File: src/rtl/dmac_pkg.sv
package dmac_pkg;
    localparam int WORD_W       = 32;
    localparam int DESC_WORDS   = 4;
    localparam int IDX_W        = $clog2(DESC_WORDS);
    localparam int CNT_W        = 11;
    localparam int NARROW_CNT_W = 10;
    localparam int STEP_W       = 3;
    localparam int WSEL_LSB     = 12;

    localparam int W_DEV  = 0;
    localparam int W_MEM  = 1;
    localparam int W_SIZE = 2;
    localparam int W_LINK = 3;

    localparam int LINK_IRQ_BIT    = 0;
    localparam int LINK_FOLLOW_BIT = 1;

    localparam logic [1:0] WSEL_BYTE = 2'd3;
    localparam logic [1:0] WSEL_HALF = 2'd2;

    localparam logic [1:0] MODE_OFF    = 2'd0;
    localparam logic [1:0] MODE_CHAIN  = 2'd1;
    localparam logic [1:0] MODE_SINGLE = 2'd2;

    typedef enum logic [1:0] {
        CH_IDLE   = 2'd0,
        CH_FETCH  = 2'd1,
        CH_WAIT   = 2'd2,
        CH_ACCESS = 2'd3
    } ch_state_e;
endpackage

File: src/rtl/dmac_size_decode.sv
module dmac_size_decode
    import dmac_pkg::*;
(
    input  logic [WORD_W-1:0] size_word_i,
    output logic [STEP_W-1:0] step_o,
    output logic [CNT_W-1:0]  beats_o
);
    logic [1:0]       wsel;
    logic [CNT_W-1:0] narrow_bytes;
    logic [CNT_W-1:0] wide_bytes;
    logic             size_unused;

    assign wsel         = size_word_i[WSEL_LSB +: 2];
    assign narrow_bytes = {{(CNT_W-NARROW_CNT_W){1'b0}}, size_word_i[NARROW_CNT_W-1:0]};
    assign wide_bytes   = size_word_i[CNT_W-1:0];
    assign size_unused  = ^{size_word_i[WORD_W-1:WSEL_LSB+2], size_word_i[WSEL_LSB-1:CNT_W]};

    always_comb begin
        case (wsel)
            WSEL_BYTE: begin
                step_o  = STEP_W'(1);
                beats_o = narrow_bytes;
            end
            WSEL_HALF: begin
                step_o  = STEP_W'(2);
                beats_o = narrow_bytes >> 1;
            end
            default: begin
                step_o  = STEP_W'(4);
                beats_o = wide_bytes >> 2;
            end
        endcase
    end
endmodule

File: src/rtl/dmac_desc_file.sv
module dmac_desc_file
    import dmac_pkg::*;
(
    input  logic                                clk,
    input  logic                                rst_n,
    input  logic                                load_all_i,
    input  logic [DESC_WORDS-1:0][WORD_W-1:0]   load_words_i,
    input  logic                                fetch_we_i,
    input  logic [IDX_W-1:0]                    fetch_idx_i,
    input  logic [WORD_W-1:0]                   fetch_data_i,
    input  logic                                step_en_i,
    input  logic [STEP_W-1:0]                   step_i,
    output logic [DESC_WORDS-1:0][WORD_W-1:0]   words_o
);
    for (genvar w = 0; w < DESC_WORDS; w++) begin : g_word
        logic fetch_hit;
        assign fetch_hit = fetch_we_i && (fetch_idx_i == IDX_W'(w));
        if (w == W_MEM) begin : g_stepping
            always_ff @(posedge clk or negedge rst_n) begin
                if (!rst_n)
                    words_o[w] <= '0;
                else if (load_all_i)
                    words_o[w] <= load_words_i[w];
                else if (fetch_hit)
                    words_o[w] <= fetch_data_i;
                else if (step_en_i)
                    words_o[w] <= words_o[w] + WORD_W'(step_i);
            end
        end else begin : g_plain
            always_ff @(posedge clk or negedge rst_n) begin
                if (!rst_n)
                    words_o[w] <= '0;
                else if (load_all_i)
                    words_o[w] <= load_words_i[w];
                else if (fetch_hit)
                    words_o[w] <= fetch_data_i;
            end
        end
    end
endmodule

File: src/rtl/dma_chain_channel.sv
module dma_chain_channel
    import dmac_pkg::*;
(
    input  logic              clk,
    input  logic              rst_n,
    input  logic              start_i,
    input  logic [1:0]        mode_i,
    input  logic              dir_i,
    input  logic [WORD_W-1:0] ld_dev_i,
    input  logic [WORD_W-1:0] ld_mem_i,
    input  logic [WORD_W-1:0] ld_size_i,
    input  logic [WORD_W-1:0] ld_link_i,
    output logic              bus_req_o,
    output logic              bus_we_o,
    output logic [WORD_W-1:0] bus_addr_o,
    output logic [WORD_W-1:0] bus_wdata_o,
    input  logic [WORD_W-1:0] bus_rdata_i,
    input  logic              bus_ack_i,
    input  logic              bus_err_i,
    output logic [1:0]        state_o,
    output logic              irq_o,
    output logic              err_o
);
    ch_state_e state_q, state_d;

    logic [IDX_W-1:0]                  word_idx_q;
    logic                              phase_q;
    logic [CNT_W-1:0]                  beat_q;
    logic [WORD_W-1:0]                 data_q;
    logic                              chain_q;
    logic                              dir_q;
    logic                              irq_q;
    logic                              err_q;
    logic [DESC_WORDS-1:0][WORD_W-1:0] words;
    logic [DESC_WORDS-1:0][WORD_W-1:0] load_words;
    logic [STEP_W-1:0]                 step;
    logic [CNT_W-1:0]                  beats;

    logic start_go, bus_fault, bus_done, fetch_we, step_en;
    logic desc_done, follow, abort;
    logic [WORD_W-1:0] fetch_addr;

    assign load_words[W_DEV]  = ld_dev_i;
    assign load_words[W_MEM]  = ld_mem_i;
    assign load_words[W_SIZE] = ld_size_i;
    assign load_words[W_LINK] = ld_link_i;

    assign start_go  = (state_q == CH_IDLE) && start_i &&
                       ((mode_i == MODE_CHAIN) || (mode_i == MODE_SINGLE));
    assign bus_fault = bus_req_o && bus_err_i;
    assign bus_done  = bus_req_o && bus_ack_i && !bus_err_i;
    assign fetch_we  = (state_q == CH_FETCH) && bus_done;
    assign step_en   = (state_q == CH_ACCESS) && phase_q && bus_done;
    assign abort     = (state_q == CH_WAIT) && (mode_i == MODE_OFF);
    assign desc_done = (state_q == CH_WAIT) && !abort && (beat_q == beats);
    assign follow    = chain_q && words[W_LINK][LINK_FOLLOW_BIT];

    assign fetch_addr = {words[W_LINK][WORD_W-1:2], 2'b00} +
                        {{(WORD_W-IDX_W-2){1'b0}}, word_idx_q, 2'b00};

    dmac_size_decode u_size (
        .size_word_i (words[W_SIZE]),
        .step_o      (step),
        .beats_o     (beats)
    );

    dmac_desc_file u_desc (
        .clk          (clk),
        .rst_n        (rst_n),
        .load_all_i   (start_go),
        .load_words_i (load_words),
        .fetch_we_i   (fetch_we),
        .fetch_idx_i  (word_idx_q),
        .fetch_data_i (bus_rdata_i),
        .step_en_i    (step_en),
        .step_i       (step),
        .words_o      (words)
    );

    // next-state logic
    always_comb begin
        state_d = state_q;
        unique case (state_q)
            CH_IDLE: begin
                if (start_go)
                    state_d = (mode_i == MODE_CHAIN) ? CH_FETCH : CH_WAIT;
            end
            CH_FETCH: begin
                if (bus_fault)
                    state_d = CH_IDLE;
                else if (fetch_we && (word_idx_q == IDX_W'(DESC_WORDS-1)))
                    state_d = CH_WAIT;
            end
            CH_WAIT: begin
                if (abort)
                    state_d = CH_IDLE;
                else if (desc_done)
                    state_d = follow ? CH_FETCH : CH_IDLE;
                else
                    state_d = CH_ACCESS;
            end
            CH_ACCESS: begin
                if (bus_fault)
                    state_d = CH_IDLE;
                else if (step_en)
                    state_d = CH_WAIT;
            end
        endcase
    end

    // state register
    always_ff @(posedge clk or negedge rst_n) begin
        if (!rst_n)
            state_q <= CH_IDLE;
        else
            state_q <= state_d;
    end

    // per-state working registers
    always_ff @(posedge clk or negedge rst_n) begin
        if (!rst_n) begin
            word_idx_q <= '0;
            phase_q    <= 1'b0;
            beat_q     <= '0;
            data_q     <= '0;
            chain_q    <= 1'b0;
            dir_q      <= 1'b0;
            irq_q      <= 1'b0;
            err_q      <= 1'b0;
        end else begin
            irq_q <= (desc_done && words[W_LINK][LINK_IRQ_BIT]) || bus_fault;
            err_q <= bus_fault;
            if (start_go) begin
                chain_q <= (mode_i == MODE_CHAIN);
                dir_q   <= dir_i;
            end
            if (start_go || desc_done)
                word_idx_q <= '0;
            else if (fetch_we)
                word_idx_q <= word_idx_q + IDX_W'(1);
            if ((state_d == CH_WAIT) && (state_q != CH_WAIT) && (state_q != CH_ACCESS))
                beat_q <= '0;
            else if (step_en)
                beat_q <= beat_q + CNT_W'(1);
            if (state_q != CH_ACCESS)
                phase_q <= 1'b0;
            else if (bus_done)
                phase_q <= !phase_q;
            if ((state_q == CH_ACCESS) && !phase_q && bus_done)
                data_q <= bus_rdata_i;
        end
    end

    // outputs
    always_comb begin
        bus_req_o   = 1'b0;
        bus_we_o    = 1'b0;
        bus_addr_o  = '0;
        bus_wdata_o = '0;
        unique case (state_q)
            CH_IDLE, CH_WAIT: begin
                bus_req_o = 1'b0;
            end
            CH_FETCH: begin
                bus_req_o  = 1'b1;
                bus_addr_o = fetch_addr;
            end
            CH_ACCESS: begin
                bus_req_o = 1'b1;
                if (!phase_q) begin
                    bus_addr_o = dir_q ? words[W_MEM] : words[W_DEV];
                end else begin
                    bus_we_o    = 1'b1;
                    bus_addr_o  = dir_q ? words[W_DEV] : words[W_MEM];
                    bus_wdata_o = data_q;
                end
            end
        endcase
    end

    assign state_o = state_q;
    assign irq_o   = irq_q;
    assign err_o   = err_q;

    AST_ERR_WITH_IRQ: assert property (@(posedge clk) disable iff (!rst_n)
        err_o |-> irq_o);
    AST_ERR_TO_IDLE: assert property (@(posedge clk) disable iff (!rst_n)
        err_o |-> (state_o == CH_IDLE) && !bus_req_o);
    AST_REQ_HOLD: assert property (@(posedge clk) disable iff (!rst_n)
        (bus_req_o && !bus_ack_i && !bus_err_i) |=>
        (bus_req_o && $stable(bus_addr_o) && $stable(bus_we_o)));
    AST_DEV_FIXED: assert property (@(posedge clk) disable iff (!rst_n)
        (state_q == CH_ACCESS) |=> $stable(words[W_DEV]));
    AST_ABORT_QUIET: assert property (@(posedge clk) disable iff (!rst_n)
        ((state_o == CH_WAIT) && (mode_i == MODE_OFF)) |=>
        ((state_o == CH_IDLE) && !irq_o));
endmodule

File: config.mk
export PLATFORM = sky130hd
export DESIGN_NAME = dma_chain_channel
export DESIGN_NICKNAME = d
export VERILOG_FILES = /design/src/rtl/dmac_pkg.sv /design/src/rtl/dmac_size_decode.sv /design/src/rtl/dmac_desc_file.sv /design/src/rtl/dma_chain_channel.sv
export SDC_FILE = /design/constraint.sdc
export NUM_CORES = 1
export LEC_CHECK = 0
export BUFFER_PORTS_ARGS = -buffer_cell sky130_fd_sc_hd__buf_2
export CORE_MARGIN = 2
export CORE_UTILIZATION = 55
export CTS_CLUSTER_SIZE = 30
export DETAILED_ROUTE_END_ITERATION = 12
export PLACE_DENSITY = 0.86
export SETUP_SLACK_MARGIN = 0.3
export SLEW_MARGIN = 25
export SYNTH_ARGS = -nofsm -noshare
export SYNTH_HDL_FRONTEND = slang
export SYNTH_SLANG_ARGS = --single-unit
File: constraint.sdc
create_clock -name clk -period 2.7 [get_ports clk]
set_input_delay 0.405 -clock clk [delete_from_list [all_inputs] [get_ports clk]]
set_output_delay 0.405 -clock clk [all_outputs]
set_load 0.01 [all_outputs]
# After elaboration in Yosys (flattened, before gate mapping)
# Cells that the tools add are included.
# classes
n_addsub	4
eq_ne	14
n_mux	36
reduce_logical	39
# ops
cell	n
32-bit two-way mux	12
32-bit one-hot mux with 2 select lines	1
32-bit by 3-bit adder with 32-bit output	1
32-bit by 4-bit adder with 32-bit output	1
14-bit two-way mux	2
11-bit two-way mux	2
1-bit logical AND	21
2-bit two-way mux	10
10-bit one-hot mux with 2 select lines	1
2-bit == test, second input constant	8
2-bit nonzero test	6
11-bit by 1-bit adder with 11-bit output, second input constant	1
11-bit == test	1
2-bit one-hot mux with 4 select lines	1
2-bit by 1-bit == test with 1-bit output, second input constant	3
2-bit zero test	3
3-bit one-hot mux with 2 select lines	1
1-bit two-way mux	5
2-bit != test, second input constant	2
2-bit OR reduction	2
1-bit zero test	3
1-bit logical OR	3
3-bit nonzero test	1
2-bit by 1-bit adder with 2-bit output, second input constant	1
1-bit one-hot mux with 2 select lines	1
# totals
register_bits	162
output_inout_bits	70
elab_cells	106

# Longest topological paths before layout
# Gate-level depths: netlist (run 1).
# logic_depth
depth_word	14
depth_mapped	10
depth_no_buf	8

# Hierarchy
# Synthesis (run 1) repeated with hierarchy kept, for this count alone.
# unflattened
hier_cells	1235
area_unflattened_um2	11135.7
# by_module_without_submodules
mod	instances	cells_each	area_each_um2
dmac_desc_file	1	741	6961.7
dma_chain_channel	1	458	3950.0
dmac_size_decode	1	36	224.0

# Worst setup path before layout (run 1)
# Ideal clock, no wire load.
# synth_timing
kind	flip-flop to output port
startpoint	register word_idx_q[0]
endpoint	output port bus_addr_o[18]
arrival_time_ps	2052
required_time_ps	2295
path_slack_ps	243
stages_incl_launch_ff	9
n_path_buf	1
cell_sequence	dfrtp_1 > ha_1 > fa_1 > and2_1 > nand4_1 > or2_2 > clkbuf_1 > o21a_1 > o311a_1
# synth_between
elab_chain_len	2
# synth_rtl
item	line_no	text
start: declaration	dma_chain_channel.sv:26	logic [IDX_W-1:0] word_idx_q;
start signal: assignment	dma_chain_channel.sv:140	word_idx_q <= word_idx_q + IDX_W'(1);
32-bit by 4-bit adder with 32-bit output	dma_chain_channel.sv:58	assign fetch_addr = {words[W_LINK][WORD_W-1:2], 2'b00} +
32-bit one-hot mux with 2 select lines	dma_chain_channel.sv:160	unique case (state_q)
end: declaration	dma_chain_channel.sv:15	output logic [WORD_W-1:0] bus_addr_o,
# Every way passes these cells.

# Worst setup path after layout (run 1)
# layout_timing
startpoint	register u_desc.words_o[98] (netlist bit)
endpoint	output port bus_addr_o[28]
# layout_between
elab_chain_len	2
# layout_rtl
item	line_no	text
start: declaration	dmac_desc_file.sv:13	output logic [DESC_WORDS-1:0][WORD_W-1:0] words_o
start signal: indexed assignment	dmac_desc_file.sv:34	words_o[w] <= load_words_i[w];
start signal: indexed assignment	dmac_desc_file.sv:36	words_o[w] <= fetch_data_i;
32-bit by 4-bit adder with 32-bit output	dma_chain_channel.sv:58	
32-bit one-hot mux with 2 select lines	dma_chain_channel.sv:160	
# Every way passes these cells.

==> results of run 1 <==
==> power by group through the flow <==
stage          sequential, W  clock, W  combinational [W]
6_report             0.00453   0.00241            0.00509
5_1_grt              0.00463   0.00252            0.00551
4_1_cts              0.00441   0.00242            0.00482
3_5_place_dp         0.00443         0            0.00465
3_3_place_gp         0.00438         0            0.00447
2_1_floorplan        0.00412         0            0.00334
==> kinds of logic (layout without fill, tap and decap cells) <==
kind of cell             after synthesis  after routing  synth area share (%)
flip-flops                           161            161                 40.18
AND/OR/NAND/NOR                      346            346                 16.83
AO/OA/AOI/OAI                        249            249                 16.63
multiplexers                         151            151                 15.47
buffers and inverters                 92            335                 3.843
adder cells (fa/ha/maj)               14             14                 1.797
XOR/XNOR                              60             60                 5.241
==> stage by stage <==
step | std cells | setup WS, ps | hold WS (ps) | area [um^2] | power [W]
floorplan | 1073 | 301.9 | 109.4 | 10040 | 0.007462
global placement | 1497 | 96.27 | 370.0 | 11570 | 0.008843
detailed placement | 1497 | 63.45 | 373.7 | 11570 | 0.009084
CTS | 1535 | -300.6 | 170.3 | 12290 | 0.01165
global route | 1545 | -413.6 | 182.9 | 12550 | 0.01266
finish | 1545 | -352.1 | 176.6 | 12550 | 0.01202
==> what timing repair did <==
item                                   4_1_cts  5_1_grt
pin swaps                                   19       20
resized for setup                           18       46
endpoints found under the hold margin       47        0
setup buffers                                6       10
hold buffers                                 1        0
cloned                                       0        0
setup endpoints to repair                   37       68
==> synthesized netlist by cell type, types with 12 or more instances <==
cell type	number	area [um^2]
sky130_fd_sc_hd__o21ai_0	107	535.5
sky130_fd_sc_hd__nor2_1	42	157.7
sky130_fd_sc_hd__o211a_1	25	250.2
sky130_fd_sc_hd__a21oi_1	31	155.2
sky130_fd_sc_hd__xor2_1	29	254.0
sky130_fd_sc_hd__mux2_2	32	360.4
sky130_fd_sc_hd__ha_1	12	150.1
sky130_fd_sc_hd__inv_1	17	63.81
sky130_fd_sc_hd__clkbuf_1	44	165.2
sky130_fd_sc_hd__nand2_1	155	581.8
sky130_fd_sc_hd__xnor2_1	31	271.5
sky130_fd_sc_hd__nor3_1	12	60.06
sky130_fd_sc_hd__buf_2	20	100.1
sky130_fd_sc_hd__mux2i_1	119	1191
sky130_fd_sc_hd__dfrtp_1	161	4029
sky130_fd_sc_hd__and2_1	40	250.2
sky130_fd_sc_hd__nand4_1	18	112.6
sky130_fd_sc_hd__nand3_1	34	170.2
==> final cells by class <==
class | instances | area [um^2] | area share (%)
well taps | 229 | 286.5 | 2.283
repair buffers | 287 | 1713 | 13.65
inverters | 17 | 67.56 | 0.5384
multi-input cells | 820 | 5866 | 46.74
clock inverters | 8 | 105.1 | 0.8375
clock buffers | 23 | 478.0 | 3.809
flip-flops and latches | 161 | 4034 | 32.14
==> worst min-delay path: cells and delay by family <==
family | cells | cell delay, ps
simple gates | 1 | 40
compound gates | 1 | 60
buf+inv | 1 | 80
==> sequential cells by signal, indices dropped and copies added (netlist names), 2 cells and up <==
name            cells
beat_q             11
data_q             32
u_desc.words_o    109
state_o             2
word_idx_q          2
==> layer usage <==
metal,part of all wire (%),wire [um],track usage [%]
met5,0,0,0
met4,4.0,1295,14.46
met3,8.6,2796,6.423
met2,47,15290,51.52
met1,41,13220,43.63
==> final timing paths <==
| path | cells past startpoint | from | slack [ps] | endpoint |
|---|---|---|---|---|
| min in group asynchronous | 2 | rst_n | 490 | data_q[5] |
| setup / recovery | 10 | u_desc.words_o[98] | -350 | bus_addr_o[28] |
| setup reg to reg | 8 | u_desc.words_o[77] | 370 | u_desc.words_o[62] |
| hold / removal | 3 | ld_link_i[19] | 180 | u_desc.words_o[115] |
| hold reg to reg | 2 | chain_q | 480 | chain_q |
| max in group asynchronous | 3 | rst_n | 1490 | u_desc.words_o[62] |
==> Flow_metrics.wiki, run 1 <==
{| class="wikitable"
! Metric !! Value
|-
| Normalized max-slew margin || 57.03%
|-
| Violated checks || negative setup slack
|-
| Maximum vdd drop || 0.5714 mV
|-
| Clock Path Buffers || 2
|-
| Sequential group share of total power || 37.6%
|-
| WS Path Type || flop to output port
|-
| WL final || 32600 um
|-
| Port Buffer Count || 218
|-
| Most frequent standard cell in the layout excluding fill and tap cells || sky130_fd_sc_hd__buf_2
|-
| Number of synthesis warnings || 0
|-
| Run status || complete, but fails checks
|-
| Clock tree from TritonCTS || built
|-
| Layout cells sized above 1 || 31.08%
|-
| Post-detailed-route DRC marker count || 0
|-
| Launching element type of the critical path || flop
|-
| Post-layout util || 70.10%
|-
| Width of the die || 139.0 um
|-
| Total number of placement rows || 49
|-
| Cell class contributing the biggest share of worst-path delay || simple AND/OR/NAND/NOR gates
|-
| Delay of the slowest cell on the worst path || 420 ps
|-
| 1st-iter DRT viols || 1235
|-
| Vias after detailed routing || 9587
|-
| Number of inserted diodes || 0
|-
| Critical path endpoint category || output port
|-
| Seq/Total Area, Yosys || 40.18%
|-
| Overflow left after global routing || 0
|-
| Post-DRT Antenna Nets || 0
|-
| Total routing usage reported by global routing || 32.53%
|-
| Cell at the slowest stage of the critical path || sky130_fd_sc_hd__dfrtp_1
|-
| # fillers || 1309
|-
| Synth Net Count || 1254
|-
| Wirelength per Cell || 21.10 um
|-
| I/O pin total || 238
|-
| Post-route clock period utilization || 113.0%
|-
| Via count of the first global-routing pass || 9486
|-
| Router iterations before antenna repair || 6
|-
| Final worst clock skew || 5.881 ps
|-
| Synthesis-to-finish area growth || 25.16%
|-
| Maximum level of the CTS H-tree || 4
|-
| Maximum clock frequency || 0.3276 GHz
|-
| Power density over the cells || 958.0 nW/um^2
|-
| Number of nets in the final layout || 1485
|-
| Setup Total Neg Slack || -5197 ps
|-
| Library cells used by synthesis || 75
|-
| Weighted congestion at the end of routability-driven global placement || 0.9533
|-
| Flip-flop and latch count after synthesis || 161
|-
| Count of final max-slew check failures || 0
|-
| Most frequent CP cell || sky130_fd_sc_hd__nand4_1
|-
| Crit path DAT || 2650 ps
|-
| Number of clock buffers inserted by TritonCTS || 17
|-
| Number of enable flip-flop cells after synthesis || 0
|-
| Via density per instance || 6.205
|-
| Cells along the critical path || ha_4 > fa_2 > and2_4 > nand4_1 > nor3_2 > buf_4 > nand4_1 > xnor2_1 > o211a_1 > buf_2
|-
| Syn avg cell area || 9.345 um^2
|-
| Minimum setup slack in the final design || -352.1 ps
|-
| Max-cap viol count || 0
|-
| Critical path peak fanout || 4
|-
| Combinational Power Share || 42.3%
|-
| Height of the chip || 139.0 um
|-
| Worst-skew pair later-pin latency || 430 ps
|-
| Sum of net half-perimeters after detailed placement || 22570 um
|-
| Area of the placeable core || 17900 um^2
|-
| Sw frac || 40.29%
|-
| Net Sw Power || 0.004844 W
|-
| Most frequent cells in the layout || sky130_fd_sc_hd__buf_2, sky130_fd_sc_hd__dfrtp_1, sky130_fd_sc_hd__nand2_1
|-
| Antenna violations before repair || 0
|-
| Final hold vios || 0
|-
| Required time reported for the critical path endpoint || 2300 ps
|-
| Post-synthesis instance total || 1073
|-
| Unrepaired setup endpoints after global routing || true
|-
| Top FF cell, synth || sky130_fd_sc_hd__dfrtp_1
|-
| Global-route wire length before repair || 50080 um
|-
| Synthesized area || 10030 um^2
|-
| Worst Hold Class || input pin to flop
|-
| Clock-pin slew on the worst setup and hold paths || 60 ps
|-
| Initial core utilization || 56.01%
|-
| Post-synthesis async set-or-reset flop share || 100.0%
|-
| Static leakage || 6.055 nW
|-
| Maximum number of pins on one net before global-route repair || 101
|-
| Total number of clock tree sinks || 161
|-
| Total Die Area || 19330 um^2
|-
| Worst Tran Pin Value || 636.5 ps
|-
| Buf/Inv on CP || 2
|-
| Setup-failing EPs final || 23
|-
| Clock period minus worst slack || 3052 ps
|-
| Cell internal pwr || 0.007178 W
|-
| Power share of the clock group || 20.0%
|-
| Clock root buffer || sky130_fd_sc_hd__clkbuf_16
|}
No activity file was read; power rests on OpenSTA's default activity.
==> inputs of run 2 (changes only) <==
--- a/config.mk
+++ b/config.mk
@@ -6,13 +6,15 @@
 export NUM_CORES = 1
 export LEC_CHECK = 0
 export BUFFER_PORTS_ARGS = -buffer_cell sky130_fd_sc_hd__buf_2
+export CORE_ASPECT_RATIO = 0.5
 export CORE_MARGIN = 2
 export CORE_UTILIZATION = 55
 export CTS_CLUSTER_SIZE = 30
 export DETAILED_ROUTE_END_ITERATION = 12
-export PLACE_DENSITY = 0.86
+export PLACE_DENSITY = 0.84
 export SETUP_SLACK_MARGIN = 0.3
 export SLEW_MARGIN = 25
 export SYNTH_ARGS = -nofsm -noshare
 export SYNTH_HDL_FRONTEND = slang
+export SYNTH_HIERARCHICAL = 1
 export SYNTH_SLANG_ARGS = --single-unit
==> Flow_metrics.wiki, run 2 <==
{| class="wikitable"
! Metric !! Value
|-
| Run status || complete, but fails checks
|-
| Violated checks || negative setup slack
|-
| # fillers || 1327
|-
| Via count of the first global-routing pass || 10350
|-
| Post-route total power || 0.01300 W
|-
| Setup-failing EPs final || 22
|-
| Synthesized area || 10290 um^2
|-
| Synthesis-to-finish area growth || 26.99%
|-
| Crit path DAT || 2860 ps
|-
| Maximum vdd drop || 0.5858 mV
|-
| Number of clock buffers inserted by TritonCTS || 17
|-
| Register-to-register setup slack || 300 ps
|-
| WS Path Type || flop to output port
|-
| Setup crit end || bus_addr_o[24]
|-
| Reg with most FFs || u_desc/words_o
|-
| Sum of net half-perimeters after detailed placement || 24340 um
|-
| Final worst clock skew || 12.78 ps
|-
| Setup Total Neg Slack || -8877 ps
|-
| Max reg flops || 109
|-
| Maximum clock frequency || 0.3066 GHz
|-
| Total number of placement rows || 35
|-
| Delay of the slowest cell on the worst path || 400 ps
|-
| Worst Hold Class || input pin to flop
|-
| Minimum setup slack in the final design || -561.9 ps
|-
| Number of synthesis warnings || 6
|-
| Clock period minus worst slack || 3262 ps
|-
| Required time reported for the critical path endpoint || 2300 ps
|-
| Static leakage || 5.946 nW
|-
| Router iterations before antenna repair || 6
|-
| I/O pin total || 238
|-
| Maximum number of pins on one net before global-route repair || 67
|-
| Area occupied by registers || 4035 um^2
|-
| Post-route clock period utilization || 120.8%
|-
| Clock-pin slew on the worst setup and hold paths || 70 ps
|-
| Worst reg2reg endpoint || u_desc/words_o[40]
|-
| Layout cells sized above 1 || 31.88%
|-
| 1st-iter DRT viols || 1154
|-
| Largest regs || u_desc/words_o x109, data_q x32, beat_q x11
|-
| Width of the die || 197.5 um
|-
| Number of inserted diodes || 0
|-
| Total number of clock tree sinks || 161
|-
| Reg-to-Reg Start || state_o[1]
|-
| Clock Path Buffers || 2
|-
| Global-route wire length before repair || 55680 um
|-
| Clock tree from TritonCTS || built
|-
| CP startpoint || u_desc/words_o[98]
|-
| Multi-input combinational cell area || 6200 um^2
|-
| Count of final max-slew check failures || 0
|-
| Initial core utilization || 56.11%
|-
| Syn avg cell area || 8.898 um^2
|-
| Via density per instance || 6.558
|-
| Critical path peak fanout || 4
|-
| Cell count after placement || 1580
|-
| Cells along the critical path || ha_4 > inv_2 > fa_2 > nand4b_1 > buf_4 > buf_6 > nor4_4 > buf_4 > buf_6 > nor4b_4 > or3_1 > buf_2
|-
| Synth Net Count || 1336
|-
| Most frequent cells in the layout || sky130_fd_sc_hd__buf_2, sky130_fd_sc_hd__nand2_1, sky130_fd_sc_hd__dfrtp_1
|-
| Power density over the cells || 994.0 nW/um^2
|-
| Post-DRT Antenna Nets || 0
|-
| Overflow left after global routing || 0
|-
| Maximum level of the CTS H-tree || 4
|-
| WL final || 36850 um
|-
| Max-cap viol count || 0
|-
| Setup Slack @ Placement || -138.3 ps
|-
| Worst Tran Pin Value || 816.0 ps
|-
| Total Die Area || 19890 um^2
|-
| Worst-skew pair later-pin latency || 440 ps
|-
| Unrepaired setup endpoints after global routing || true
|-
| Number of nets in the final layout || 1562
|-
| Post-detailed-route DRC marker count || 0
|-
| Height of the chip || 100.7 um
|-
| Final hold vios || 0
|-
| Area of the placeable core || 18350 um^2
|-
| Port Buffer Count || 218
|-
| Post-synthesis instance total || 1157
|-
| Critical path endpoint category || output port
|-
| Count of placed standard cells in the final layout, fillers left out || 1636
|-
| Launching element type of the critical path || flop
|-
| Most frequent standard cell in the layout excluding fill and tap cells || sky130_fd_sc_hd__buf_2
|-
| Weighted congestion at the end of routability-driven global placement || 0.9778
|-
| Normalized max-slew margin || 45.10%
|-
| Cell at the slowest stage of the critical path || sky130_fd_sc_hd__dfrtp_1
|-
| Wirelength per Cell || 22.52 um
|-
| Total routing usage reported by global routing || 36.69%
|-
| Vias after detailed routing || 10730
|-
| Clock root buffer || sky130_fd_sc_hd__clkbuf_16
|-
| Antenna violations before repair || 0
|-
| Worst-case reg-to-reg path depth || 10
|}
==> run 2: changes by cell type in the layout (fill, tap and decap cells not counted), sizes merged, moves of 12 or more <==
cell | previous run | this run
nor4 | 7 | 24
xor2 | 29 | 11
and3 | 7 | 22
o211a | 25 | 0
a21oi | 31 | 49
mux2i | 119 | 94
nand2 | 156 | 192
o31a | 1 | 13
==> run 2: worst min path at each step <==
stage                   from             endpoint  slack, ps  cells past startpoint
5_1_grt          ld_dev_i[9]    u_desc/words_o[9]        170                      3
4_1_cts        ld_link_i[18]  u_desc/words_o[114]        160                      3
3_5_place_dp           rst_n           data_q[27]        430                      1
2_1_floorplan          rst_n            beat_q[0]        110                      0
6_report         ld_dev_i[0]    u_desc/words_o[0]        180                      3
3_3_place_gp           rst_n           data_q[27]        420                      1
==> run 2: layout make-up <==
class,instances,area share [%]
Inverter,19,0.6125
Clock buffer,19,3.464
Timing Repair inverter,1,0.03828
Timing Repair Buffer,292,13.97
Sequential cell,161,30.86
Clock inverter,13,1.330
Multi-Input combinational cell,891,47.42
Tap cell,240,2.297
==> run 2: stage by stage <==
step | hold WS (ps) | area (um^2) | utilization (%)
floorplan | 109.4 | 10330 | -
global placement | 416.8 | 11820 | 64.44
detailed placement | 425.0 | 11820 | 64.44
CTS | 164.7 | 12810 | 69.79
global route | 173.6 | 13070 | 71.25
finish | 176.9 | 13070 | 71.25
==> run 2: repair_timing <==
item	4_1_cts	5_1_grt
resized for setup	44	39
setup buffers	11	8
cloned	2	2
setup endpoints to repair	32	62
hold buffers	1	0
endpoints found under the hold margin	55	0
pin swaps	16	8
==> run 2: worst max-delay path, delay by kind of cell (launching register included) <==
kind / cells / cell delay (ps)
simple gates: 4 / 760
buf+inv: 6 / 760
fa+ha+maj: 2 / 500
flops: 1 / 400
==> run 2: power by group <==
group	switching [W]	internal, W
registers	0.00118	0.00346
logic	0.00318	0.00254
clock network	0.00111	0.00153
==> run 2: routing by layer <==
| metal | wire (um) | global-route usage [%] | vias to the layer above |
|---|---|---|---|
| li1 | - | - | 4631 |
| met1 | 14010 | 46.76 | 5118 |
| met2 | 16620 | 57.96 | 733 |
| met3 | 3551 | 6.858 | 247 |
| met4 | 2669 | 24.47 | 0 |
| met5 | 0 | 0 | - |
